--- src/rtl/board_ctl_pkg.sv ---
package board_ctl_pkg;
  localparam int ADDR_W   = 4;
  localparam int DATA_W   = 8;
  localparam int BANK_W   = 3;
  localparam int SW_BANKS = 4;
  localparam int SW_W     = SW_BANKS * DATA_W;

  localparam logic [ADDR_W-1:0] A_ID_HI  = 4'h0;
  localparam logic [ADDR_W-1:0] A_ID_LO  = 4'h1;
  localparam logic [ADDR_W-1:0] A_VMAJ   = 4'h2;
  localparam logic [ADDR_W-1:0] A_VMIN   = 4'h3;
  localparam logic [ADDR_W-1:0] A_REV    = 4'h4;
  localparam logic [ADDR_W-1:0] A_OVR    = 4'h5;
  localparam logic [ADDR_W-1:0] A_RCW    = 4'h6;
  localparam logic [ADDR_W-1:0] A_BANK   = 4'h8;
  localparam logic [ADDR_W-1:0] A_SW0    = 4'h9;
  localparam logic [ADDR_W-1:0] A_RKEEP  = 4'hD;
  localparam logic [ADDR_W-1:0] A_RGLOB  = 4'hE;

  localparam int                OVR_BANK_BIT = 2;
  localparam logic [DATA_W-1:0] KEEP_CODE    = 8'h01;
endpackage

--- src/rtl/cdc_sync.sv ---
module cdc_sync #(
  parameter int              WIDTH   = 1,
  parameter int              STAGES  = 2,
  parameter logic [WIDTH-1:0] RST_VAL = '0
) (
  input  logic             clk_i,
  input  logic             rst_ni,
  input  logic [WIDTH-1:0] d_i,
  output logic [WIDTH-1:0] q_o
);
  logic [WIDTH-1:0] stg_q [STAGES];

  always_ff @(posedge clk_i or negedge rst_ni) begin
    if (!rst_ni) stg_q[0] <= RST_VAL;
    else         stg_q[0] <= d_i;
  end

  for (genvar s = 1; s < STAGES; s++) begin : g_stage
    always_ff @(posedge clk_i or negedge rst_ni) begin
      if (!rst_ni) stg_q[s] <= RST_VAL;
      else         stg_q[s] <= stg_q[s-1];
    end
  end

  assign q_o = stg_q[STAGES-1];
endmodule

--- src/rtl/reset_pulse.sv ---
module reset_pulse #(
  parameter int CYCLES = 16
) (
  input  logic clk_i,
  input  logic rst_ni,
  input  logic req_i,
  input  logic glob_i,
  output logic rst_no,
  output logic reload_o
);
  localparam int CW = $clog2(CYCLES + 1);

  logic [CW-1:0] cnt_q;
  logic          glob_q;

  always_ff @(posedge clk_i or negedge rst_ni) begin
    if (!rst_ni) begin
      cnt_q  <= '0;
      glob_q <= 1'b0;
    end else if (cnt_q == '0) begin
      // idle: accept a new command only here
      if (req_i) begin
        cnt_q  <= CW'(CYCLES);
        glob_q <= glob_i;
      end
    end else begin
      cnt_q <= cnt_q - 1'b1;
    end
  end

  assign rst_no   = (cnt_q == '0);
  assign reload_o = glob_q && (cnt_q == CW'(1));
endmodule

--- src/rtl/board_ctl_regs.sv ---
module board_ctl_regs
  import board_ctl_pkg::*;
#(
  parameter logic [7:0] ID_HI       = 8'h5A,
  parameter logic [7:0] ID_LO       = 8'hC3,
  parameter logic [7:0] VER_MAJOR   = 8'h01,
  parameter logic [7:0] VER_MINOR   = 8'h07,
  parameter logic [7:0] BOARD_REV   = 8'h0B,
  parameter logic [7:0] RCW_DEFAULT = 8'h1F,
  parameter int         RST_CYCLES  = 16,
  parameter int         SYNC_STAGES = 2
) (
  input  logic              clk_i,
  input  logic              rst_ni,
  input  logic              cs_i,
  input  logic              rd_i,
  input  logic              wr_i,
  input  logic [ADDR_W-1:0] addr_i,
  input  logic [DATA_W-1:0] wdata_i,
  output logic [DATA_W-1:0] rdata_o,
  input  logic [BANK_W-1:0] sw_bank_i,
  input  logic [SW_W-1:0]   sw_stat_i,
  output logic [BANK_W-1:0] bank_sel_o,
  output logic              sys_rst_no
);
  logic [2:0]        strb_s;
  logic              cs_s, rd_s, wr_s, wr_d;
  logic [SW_W-1:0]   sw_s;
  logic              commit, rd_en;
  logic              rst_keep_req, rst_glob_req, rst_req, reload;
  logic [DATA_W-1:0] ovr_q, rcw_q, rd_mux, rdata_q;
  logic [BANK_W-1:0] bank_q;

  cdc_sync #(.WIDTH(3), .STAGES(SYNC_STAGES)) i_strb_sync (
    .clk_i, .rst_ni, .d_i({cs_i, rd_i, wr_i}), .q_o(strb_s)
  );
  assign {cs_s, rd_s, wr_s} = strb_s;

  cdc_sync #(.WIDTH(SW_W), .STAGES(SYNC_STAGES)) i_sw_sync (
    .clk_i, .rst_ni, .d_i(sw_stat_i), .q_o(sw_s)
  );

  always_ff @(posedge clk_i or negedge rst_ni) begin
    if (!rst_ni) wr_d <= 1'b0;
    else         wr_d <= wr_s;
  end

  assign commit = wr_s && !wr_d && cs_s;
  assign rd_en  = rd_s && cs_s;

  assign rst_keep_req = commit && (addr_i == A_RKEEP) && (wdata_i == KEEP_CODE);
  assign rst_glob_req = commit && (addr_i == A_RGLOB);
  assign rst_req      = rst_keep_req || rst_glob_req;

  reset_pulse #(.CYCLES(RST_CYCLES)) i_rst_pulse (
    .clk_i, .rst_ni,
    .req_i   (rst_req),
    .glob_i  (rst_glob_req),
    .rst_no  (sys_rst_no),
    .reload_o(reload)
  );

  // restoring reset takes priority over a write in the same cycle
  always_ff @(posedge clk_i or negedge rst_ni) begin
    if (!rst_ni) begin
      ovr_q  <= '0;
      rcw_q  <= RCW_DEFAULT;
      bank_q <= '0;
    end else if (reload) begin
      ovr_q  <= '0;
      rcw_q  <= RCW_DEFAULT;
      bank_q <= '0;
    end else if (commit) begin
      unique case (addr_i)
        A_OVR:   ovr_q  <= wdata_i;
        A_RCW:   rcw_q  <= wdata_i;
        A_BANK:  bank_q <= wdata_i[BANK_W-1:0];
        default: ;
      endcase
    end
  end

  always_comb begin
    rd_mux = '0;
    unique case (addr_i)
      A_ID_HI: rd_mux = ID_HI;
      A_ID_LO: rd_mux = ID_LO;
      A_VMAJ:  rd_mux = VER_MAJOR;
      A_VMIN:  rd_mux = VER_MINOR;
      A_REV:   rd_mux = BOARD_REV;
      A_OVR:   rd_mux = ovr_q;
      A_RCW:   rd_mux = rcw_q;
      A_BANK:  rd_mux = {{(DATA_W-BANK_W){1'b0}}, bank_q};
      default: ;
    endcase
    for (int i = 0; i < SW_BANKS; i++) begin
      if (addr_i == A_SW0 + ADDR_W'(i)) rd_mux = sw_s[i*DATA_W +: DATA_W];
    end
  end

  always_ff @(posedge clk_i or negedge rst_ni) begin
    if (!rst_ni) rdata_q <= '0;
    else         rdata_q <= rd_en ? rd_mux : '0;
  end

  assign rdata_o    = rdata_q;
  assign bank_sel_o = ovr_q[OVR_BANK_BIT] ? bank_q : sw_bank_i;
endmodule

--- config.mk ---
export PLATFORM = sky130hd
export DESIGN_NAME = board_ctl_regs
export DESIGN_NICKNAME = d
export VERILOG_FILES = /design/src/rtl/board_ctl_pkg.sv /design/src/rtl/cdc_sync.sv /design/src/rtl/reset_pulse.sv /design/src/rtl/board_ctl_regs.sv
export SDC_FILE = /design/constraint.sdc
export NUM_CORES = 1
export LEC_CHECK = 0
export ABC_AREA = 1
export BUFFER_PORTS_ARGS = -buffer_cell sky130_fd_sc_hd__buf_2
export CORE_MARGIN = 2
export CORE_UTILIZATION = 35
export CTS_CLUSTER_DIAMETER = 150
export DETAILED_ROUTE_END_ITERATION = 10
export PLACE_DENSITY = 0.62
export SETUP_SLACK_MARGIN = 0.05
export SLEW_MARGIN = 20
export SYNTH_ARGS = -nofsm -noshare
export SYNTH_HDL_FRONTEND = slang
export SYNTH_HIERARCHICAL = 1
export SYNTH_SLANG_ARGS = --single-unit
export TNS_END_PERCENT = 50
--- constraint.sdc ---
create_clock -name clk_i -period 2.5 [get_ports clk_i]
set_input_delay 0.625 -clock clk_i [delete_from_list [all_inputs] [get_ports clk_i]]
set_output_delay 0.625 -clock clk_i [all_outputs]
set_load 0.02 [all_outputs]
# Word-level counts from Yosys, hierarchy flattened
# Index checks and enable logic that the tools add are counted.
# totals
ff_bits,104
in_bits,52
out_inout_bits,12
wordCells,65
# classes
n_eq_ne,16
reduce_logical,19
muxes,18
addsub,1
# op_table
operator,count
8-bit 2-to-1 mux,11
8-bit case mux with 8 select lines,1
4-bit equality test (second input constant),7
4-bit by 3-bit equality test with 1-bit output (second input constant),3
3-bit 2-to-1 mux,4
5-bit 2-to-1 mux,2
4-bit by 2-bit equality test with 1-bit output (second input constant),2
8-bit by 1-bit equality test with 1-bit output (second input constant),1
2-bit AND reduction,4
2-bit nonzero test,4
1-bit logical AND,7
5-bit by 1-bit equality test with 1-bit output (second input constant),1
5-bit logical NOT,1
5-bit by 1-bit subtractor with 5-bit output (second input constant),1
4-bit by 1-bit equality test with 1-bit output (second input constant),1
4-bit logical NOT,1
2-bit by 1-bit != test with 1-bit output (second input constant),1
1-bit logical NOT,1
1-bit logical OR,1

# Longest topological paths before layout
# Gate-level depths: netlist of run 1.
# logic_depth
word_depth,8
mapped_depth,10
depth_no_buf,9

# Modules after synthesis
# Netlist of run 1, hierarchy kept.
# modules_own_cells
module,n_inst,area_each_um2,cells_per_inst,seq_area_each_um2
cdc_sync at i_sw_sync,1,1841.8,96,1601.5
board_ctl_regs,1,1779.2,263,706.9
reset_pulse,1,361.6,45,150.1
cdc_sync at i_strb_sync,1,172.7,9,150.1

# Worst setup path after synthesis of run 1
# OpenSTA, ideal clock, no wires.
# synth_path
kind,reg-to-reg
from,register i_rst_pulse.cnt_q[1]
to,register ovr_q[5]
required_ns,2.378
setup_time_ns,0.122
synth_period_minus_slack_ns,1.899
arrival_ns,1.777
slack_ns,0.601
stages_incl_launch_ff,11
n_path_buf,1
cell_sequence,dfrtp_1 inv_1 ha_1 nand2_1 nor4_1 inv_1 buf_1 nand2_2 inv_2 nand2_1 o21ai_1
# synth_between
elab_chain_len,4
elab_cells_between_ends,6
classes_between,1 x eq/ne; 1 x mux; 4 x reduce/logical
# synth_lines
element,line,text
start: declaration,reset_pulse.sv:13,logic [CW-1:0] cnt_q;
start signal: assignment,reset_pulse.sv:23,cnt_q <= CW'(CYCLES);
start signal: assignment,reset_pulse.sv:27,cnt_q <= cnt_q - 1'b1;
5-bit by 1-bit equality test with 1-bit output (*),reset_pulse.sv:32,assign reload_o = glob_q && (cnt_q == CW'(1));
1-bit logical AND (*),reset_pulse.sv:32,
via reload,board_ctl_regs.sv:30,"logic rst_keep_req, rst_glob_req, rst_req, reload;"
2-bit nonzero test (no source line),-,
2-bit AND reduction (no source line),-,
end signal: assignment,board_ctl_regs.sv:75,A_OVR: ovr_q <= wdata_i;
end: declaration,board_ctl_regs.sv:31,"logic [DATA_W-1:0] ovr_q, rcw_q, rd_mux, rdata_q;"
# The timed path passes the listed nets; every way through them passes the cells marked *.
# A chain may end at the register's enable or synchronous reset.

# Worst setup path after layout of run 1
# layout_path
from,register i_rst_pulse.cnt_q[0]
to,output sys_rst_no
# layout_between
elab_chain_len,1
# layout_lines
element,line,text
5-bit logical NOT,reset_pulse.sv:31,assign rst_no = (cnt_q == '0);
end: declaration,board_ctl_regs.sv:24,output logic sys_rst_no
# No other way between the ends.

==> run summary, run 1 <==
outcome -> complete, but fails checks
failing checks -> DRC
CP top delay family -> flip-flops
via count -> 2,640
Total Power -> 3.87 mW
fmax -> 451 MHz
initial antenna violation count -> 0
Total Wirelength -> 7540 um
Final GP Congestion -> 0.914
final hold violations -> 0
worst clock skew -> 0.00896 ns
Initial Util -> 36.1%
Post-synth EDFFs -> 0
# hold bufs at CTS -> 0
slowest cell delay on critical path -> 0.40 ns
post-CTS sizing -> 0
Slew @ Worst Pin -> 0.564 ns
Buf/Inv on CP -> 4
setup ws final -> 0.283 ns
Crit Path Max Fanout -> 4
CP cell instances -> inv_1, ha_1, inv_1, nor2_2, nand2_2, inv_2, buf_2
WP data required -> 1.88 ns
Die ar. -> 0.0128 mm2
Slew Limit Fails -> 0
clock latency at the later pin of the worst-skew pair -> 0.35 ns
pre-CTS setup slack -> 0.551 ns
cells after synthesis -> 413
met3 usage -> 3.91%
Peak VDD IR -> 0.384 mV
post-route ant nets -> 0
CTS Sinks -> 104
Period minus WS final -> 2.22 ns
total core area -> 0.0115 mm2
post-synthesis sequential area ratio -> 62.8%
Reg clk slew, reported paths -> 0.07 ns
first-pass GRT wire length -> 12,900 um
WS Path Type -> flop to output port
# H-tree levels -> 3
Max stage delay cell, worst path -> dfrtp_1
grt met2 use -> 20.1%
Max Cap Viol -> 0
# DRC -> 8
Avg Cell Area, Syn -> 10.1 um2
hpwl dp -> 5650 um
I/O pin total -> 64
Area growth syn-to-layout -> 13.4%
Setup TNS Final -> 0 ns
Net count, final -> 505
Inserted Clock Buffers -> 9
unrepaired setup endpoints after global routing -> no
setup violators final -> 0
Finished Core Util -> 40.9%
Setup crit end kind -> output port
FFs w/ async S/R, synth -> 100%
root buf cell -> clkbuf_16
Yosys top cell area share -> 59.6%
Most used DFF post-synth -> dfrtp_1
Yosys warning count -> 6
top-count cell post-synth -> nand2_1
number of port buffers -> 63
total grt overflow -> 0
Synth area leaders -> dfrtp_1 60%, nand2_1 9.8%, buf_4 6.5%, inv_1 4.1%, dfstp_2 3.2%
Iteration-0 DRC Markers -> 134
GRT busiest layer -> met2
TritonCTS clock tree -> yes
Total Routing Usage GR -> 13.0%
via-per-instance ratio -> 4.41
Crit path top cell by count -> inv_1
share of cells above drive strength 1 -> 25.1%
postcts setup bufs -> 0
Tcrit/Tclk final -> 88.7%
Rows -> 39
HP Class -> input pin to asynchronous set/reset pin
vias in the first global route -> 2,609
Max Root-Sink Buffers -> 2
width of the die -> 113 um
Yosys top cell by area -> dfrtp_1
Setup crit start kind -> flop
drt first pass iters -> 8
post-synthesis register bit count -> 104
WP data arrival -> 1.59 ns
Slew headroom -> 62.3%
Pleak -> 2.43 nW
Yosys cell types -> 32
area of the mapped netlist -> 0.00416 mm2
PD cells -> 821 mW/mm2
largest net degree at the start of global routing -> 47
post-synthesis net count -> 468
met1 Use GR -> 17.8%
WL per Instance -> 12.6 um
die height -> 113 um
Post-synth top cells -> 108 x nand2_1, 99 x dfrtp_1, 45 x inv_1
## state kept, by name (all words and copies together) (netlist names)
signal / count
i_sw_sync/q_o: 32
i_rst_pulse/glob_q: 1
i_sw_sync/stg_q: 32
i_strb_sync/stg_q: 3
ovr_q: 8
rcw_q: 8
bank_q: 3
i_strb_sync/q_o: 3
rdata_o: 8
wr_d: 1
i_rst_pulse/cnt_q: 5
## cell type report
| class | instances | area, um2 |
|---|---|---|
| Antenna cell | 1 | 2.50 |
| Timing Repair Buffer | 66 | 353 |
| Inverter | 52 | 195 |
| Clock buffer | 9 | 225 |
| Fill cell | 1106 | 6800 |
| Sequential cell | 104 | 2610 |
| Multi-Input combinational cell | 217 | 1060 |
| Tap cell | 143 | 179 |
| Clock inverter | 7 | 91.3 |
## worst register-to-register path, delay by kind of cell (launching register included)
| family | cells | cell delay [ns] |
|---|---|---|
| adders and majority gates | 1 | 0.16 |
| and+or+nand+nor | 4 | 0.53 |
| AOI/OAI and AO/OA | 1 | 0.07 |
| DFF | 1 | 0.38 |
| buffers and inverters | 4 | 0.61 |
## power by group
part           total (mW)  internal (mW)  switching, mW  leakage, nW
Combinational       0.492          0.189          0.303         1.04
Clock                1.42          0.726          0.699        0.152
Sequential           1.95           1.85          0.104         1.24
## cell families (layout without fill, tap and decap cells)
kind of cell | count (synthesis) | count (layout) | share of synthesized area [%]
simple gates | 182 | 182 | 20.1
compound gates | 31 | 31 | 4.28
fa+ha+maj | 3 | 3 | 0.903
flops | 104 | 104 | 62.8
buf+inv | 92 | 134 | 11.8
other cells | 0 | 1 | 0
xor+xnor | 1 | 1 | 0.211
## routing by layer
layer / vias to the layer above / wire length (um)
li1: 1323 / -
met1: 1249 / 3550
met2: 60 / 3520
met3: 8 / 395
met4: 0 / 76
met5: - / 0
## cell usage in the layout, fill, tap and decap left out
cell / n
nand3_2: 1
o21ai_2: 3
diode_2: 1
ha_1: 3
dfrtp_1: 99
inv_1: 45
nor2_1: 20
nor2_2: 3
o21ai_0: 14
a31o_2: 1
nand3_1: 19
inv_6: 3
inv_12: 1
clkinv_1: 1
clkbuf_16: 9
nand3b_1: 2
xnor2_1: 1
buf_4: 3
buf_12: 1
nand2_2: 6
clkinv_8: 3
o21ai_1: 5
nand4_1: 8
a21oi_1: 5
inv_2: 6
nand2_1: 108
nor2_4: 5
nor3b_1: 1
nor4_1: 3
dfstp_2: 5
o211ai_1: 3
or2_0: 1
nand2_4: 2
buf_2: 62
nor3_1: 3
## worst paths after layout
kind                                      startpoint                   to  slack [ns]  cells past startpoint
worst max-delay path            i_rst_pulse/cnt_q[0]           sys_rst_no        0.28                      7
worst min-delay path                          rst_ni  i_sw_sync/stg_q[60]        0.24                      1
worst max register to register  i_rst_pulse/cnt_q[1]             ovr_q[5]        0.64                     10
worst min register to register   i_sw_sync/stg_q[55]    i_sw_sync/q_o[23]        0.35                      0
max in group asynchronous                     rst_ni  i_sw_sync/stg_q[62]        1.63                      2
min in group clk_i               i_sw_sync/stg_q[55]    i_sw_sync/q_o[23]        0.35                      0
## metrics by stage
stage | instances | hold slack, ns | cell area (um2)
finish | 599 | 0.239 | 4710
detailed placement | 582 | 0.335 | 4390
global route | 598 | 0.259 | 4710
CTS | 598 | 0.246 | 4710
floorplan | 413 | 0.329 | 4160
global placement | 582 | 0.334 | 4390
No activity file was read; power rests on OpenSTA's default activity.
==> run 2: changes to the inputs <==
- CORE_UTILIZATION: 35 -> 56
- PLACE_DENSITY: 0.62 -> 0.82
==> run 2 against run 1 <==
Against the previous run:
- the run now ends clean
- combinational power grew 1%
- sequential share of layout area grew 2.1 points
- total power decreased by 11%
- maximum frequency down 2.4%
- clock skew rose by 0.0021 ns
- non-clock buffer count is the same
- clock power fell by 28%
- via count is 0.11% higher
- critical path depth stayed put
- die area down 36%
- cell count shrank 7.5%
- global-route usage rose by 5.6 points
==> run summary, run 2 (same netlist as run 1, synthesis figures left out) <==
total core area -> 0.00721 mm2 (-37%)
# hold bufs at CTS -> 0 (unchanged)
Finished Core Util -> 63.0% (+22 points)
PD cells -> 762 mW/mm2 (-7.2%)
Slew @ Worst Pin -> 0.565 ns (+0.000626 ns)
WP data arrival -> 1.65 ns (+0.06 ns)
Max Cap Viol -> 0 (unchanged)
root buf cell -> clkbuf_8
Total Routing Usage GR -> 18.6% (+5.6 points)
commonest cells after routing, fill and taps aside -> 108 x nand2_1, 99 x dfrtp_1, 62 x buf_2, 45 x inv_1, 20 x nor2_1
largest net degree at the start of global routing -> 44 (-6.4%)
CP top delay family -> buffers and inverters
die height -> 90.1 um (-20%)
Initial Util -> 57.6% (+22 points)
Buf/Inv on CP -> 4 (unchanged)
Inserted Clock Buffers -> 9 (unchanged)
via count -> 2,643 (+0.11%)
Area growth syn-to-layout -> 9.33%
WL per Instance -> 12.4 um (-1.3%)
post-CTS sizing -> 0 (unchanged)
Final Cell Area -> 0.00454 mm2 (-3.6%)
fmax -> 440 MHz (-2.4%)
clock power share -> 29.3% (-7.5 points)
total grt overflow -> 0 (unchanged)
initial antenna violation count -> 0 (unchanged)
Setup crit end kind -> output port
combinational fraction of design power -> 14.4% (+1.7 points)
first-pass GRT wire length -> 11,700 um (-9.1%)
WP data required -> 1.88 ns (about the same)
switching power total -> 1.02 mW (-7.6%)
Crit Path Max Fanout -> 4 (unchanged)
I/O pin total -> 64 (unchanged)
flop2flop setup slack -> 0.56 ns (-0.08 ns)
Non-Filler Instances -> 554 (-7.5%)
via-per-instance ratio -> 4.77 (+8.2%)
Post-DP Area -> 0.00434 mm2 (-1.3%)
FF/Latch Area -> 0.00261 mm2 (unchanged)
Crit path top cell by count -> inv_1
postcts setup bufs -> 0 (unchanged)
setup violators final -> 0 (unchanged)
Rows -> 31 (-21%)
Setup TNS Final -> 0 ns (unchanged)
multi-input logic area -> 0.00106 mm2 (unchanged)
Total Wirelength -> 6880 um (-8.7%)
HP Class -> input pin to asynchronous set/reset pin
Reg clk slew, reported paths -> 0.11 ns (+0.04 ns)
outcome -> completed
Max Root-Sink Buffers -> 2 (unchanged)
CTS Sinks -> 104 (unchanged)
worst clock skew -> 0.0110 ns (+0.00207 ns)
Final GP Congestion -> 1.02 (+11%)
unrepaired setup endpoints after global routing -> no
slowest cell delay on critical path -> 0.41 ns (about the same)
share of cells above drive strength 1 -> 25.1% (unchanged)
Slew Limit Fails -> 0 (unchanged)
TritonCTS clock tree -> yes
post-route ant nets -> 0 (unchanged)
diode count -> 0 (-1)
# DRC -> 0 (-8)
drt first pass iters -> 4 (-4)
cells on worst reg2reg path -> 10 (unchanged)
worst r2r dst -> ovr_q[5]
CP cell instances -> inv_1, ha_1, inv_1, nor2_2, nand2_2, inv_2, buf_2
Internal Power -> 2.44 mW (-12%)
Tcrit/Tclk final -> 90.9% (+2.2 points)
final hold violations -> 0 (unchanged)
# H-tree levels -> 3 (unchanged)
Pleak -> 2.38 nW (-2.0%)
DP Cell Count -> 538 (-7.6%)
Setup crit start kind -> flop
Slew headroom -> 62.2% (about the same)
number of port buffers -> 63 (unchanged)
Die ar. -> 0.00813 mm2 (-36%)
width of the die -> 90.1 um (-20%)
Fillers -> 614 (-44%)
WS Path Type -> flop to output port
commonest non-fill, non-tap cell in the layout -> nand2_1
switch share -> 29.5% (+0.95 points)
RR Startpoint -> i_rst_pulse/cnt_q[1]
Peak VDD IR -> 0.538 mV (+40%)
Period minus WS final -> 2.27 ns (+0.0544 ns)
Iteration-0 DRC Markers -> 194 (+45%)
vias in the first global route -> 2,559 (-1.9%)
Net count, final -> 505 (unchanged)
hpwl dp -> 5020 um (-11%)
Total Power -> 3.46 mW (-11%)
Max stage delay cell, worst path -> dfrtp_1
clock latency at the later pin of the worst-skew pair -> 0.37 ns (+0.02 ns)
Seq pwr share -> 56.3% (+5.8 points)
==> run 2: worst register-to-register path: cells and delay by family (launching register included) <==
family                     cells  cell delay (ns)
buffers and inverters          4             0.64
and+or+nand+nor                4             0.57
DFF                            1             0.39
adders and majority gates      1             0.17
AOI/OAI and AO/OA              1             0.06
==> run 2: per-layer routing <==
layer  global-route usage, %  vias up  part of all wire [%]
li1                        -     1316                     -
met1                    24.3     1243                    43
met2                    29.0       70                    49
met3                    4.19       14                   6.3
met4                    10.1        0                   2.1
met5                       0        -                     0
==> run 2: worst max path at each step <==
stage,endpoint,slack [ns],depth (start not counted),startpoint
detailed placement,rdata_o[0],0.53,7,addr_i[0]
finish,sys_rst_no,0.23,7,i_rst_pulse/cnt_q[0]
global route,sys_rst_no,0.09,7,i_rst_pulse/cnt_q[0]
global placement,rdata_o[1],0.61,7,addr_i[0]
CTS,sys_rst_no,0.20,7,i_rst_pulse/cnt_q[0]
floorplan,ovr_q[5],0.60,10,i_rst_pulse/cnt_q[1]
==> run 2: power by group through the flow <==
| stage | logic (mW) | registers, mW | clock network (mW) |
|---|---|---|---|
| floorplan | 0.379 | 1.96 | 0 |
| global placement | 0.481 | 1.98 | 0 |
| detailed placement | 0.504 | 1.98 | 0 |
| CTS | 0.506 | 1.95 | 1.05 |
| global route | 0.578 | 1.97 | 1.12 |
| finish | 0.498 | 1.95 | 1.02 |
==> run 2: stage by stage <==
| stage | hold slack (ns) | setup WS [ns] |
|---|---|---|
| 6_report | 0.202 | 0.228 |
| 5_1_grt | 0.218 | 0.0875 |
| 4_1_cts | 0.200 | 0.203 |
| 3_5_place_dp | 0.336 | 0.526 |
| 3_3_place_gp | 0.334 | 0.607 |
| 2_1_floorplan | 0.329 | 0.601 |
==> run 2: cell type report <==
type                       count  share of cell area (%)
tap                           99                    2.73
inverter                      52                    4.30
clock inverter                 7                    1.79
clock buffer                   9                    2.73
timing repair buffer          66                    7.77
sequential                   104                    57.4
multi-input combinational    217                    23.3
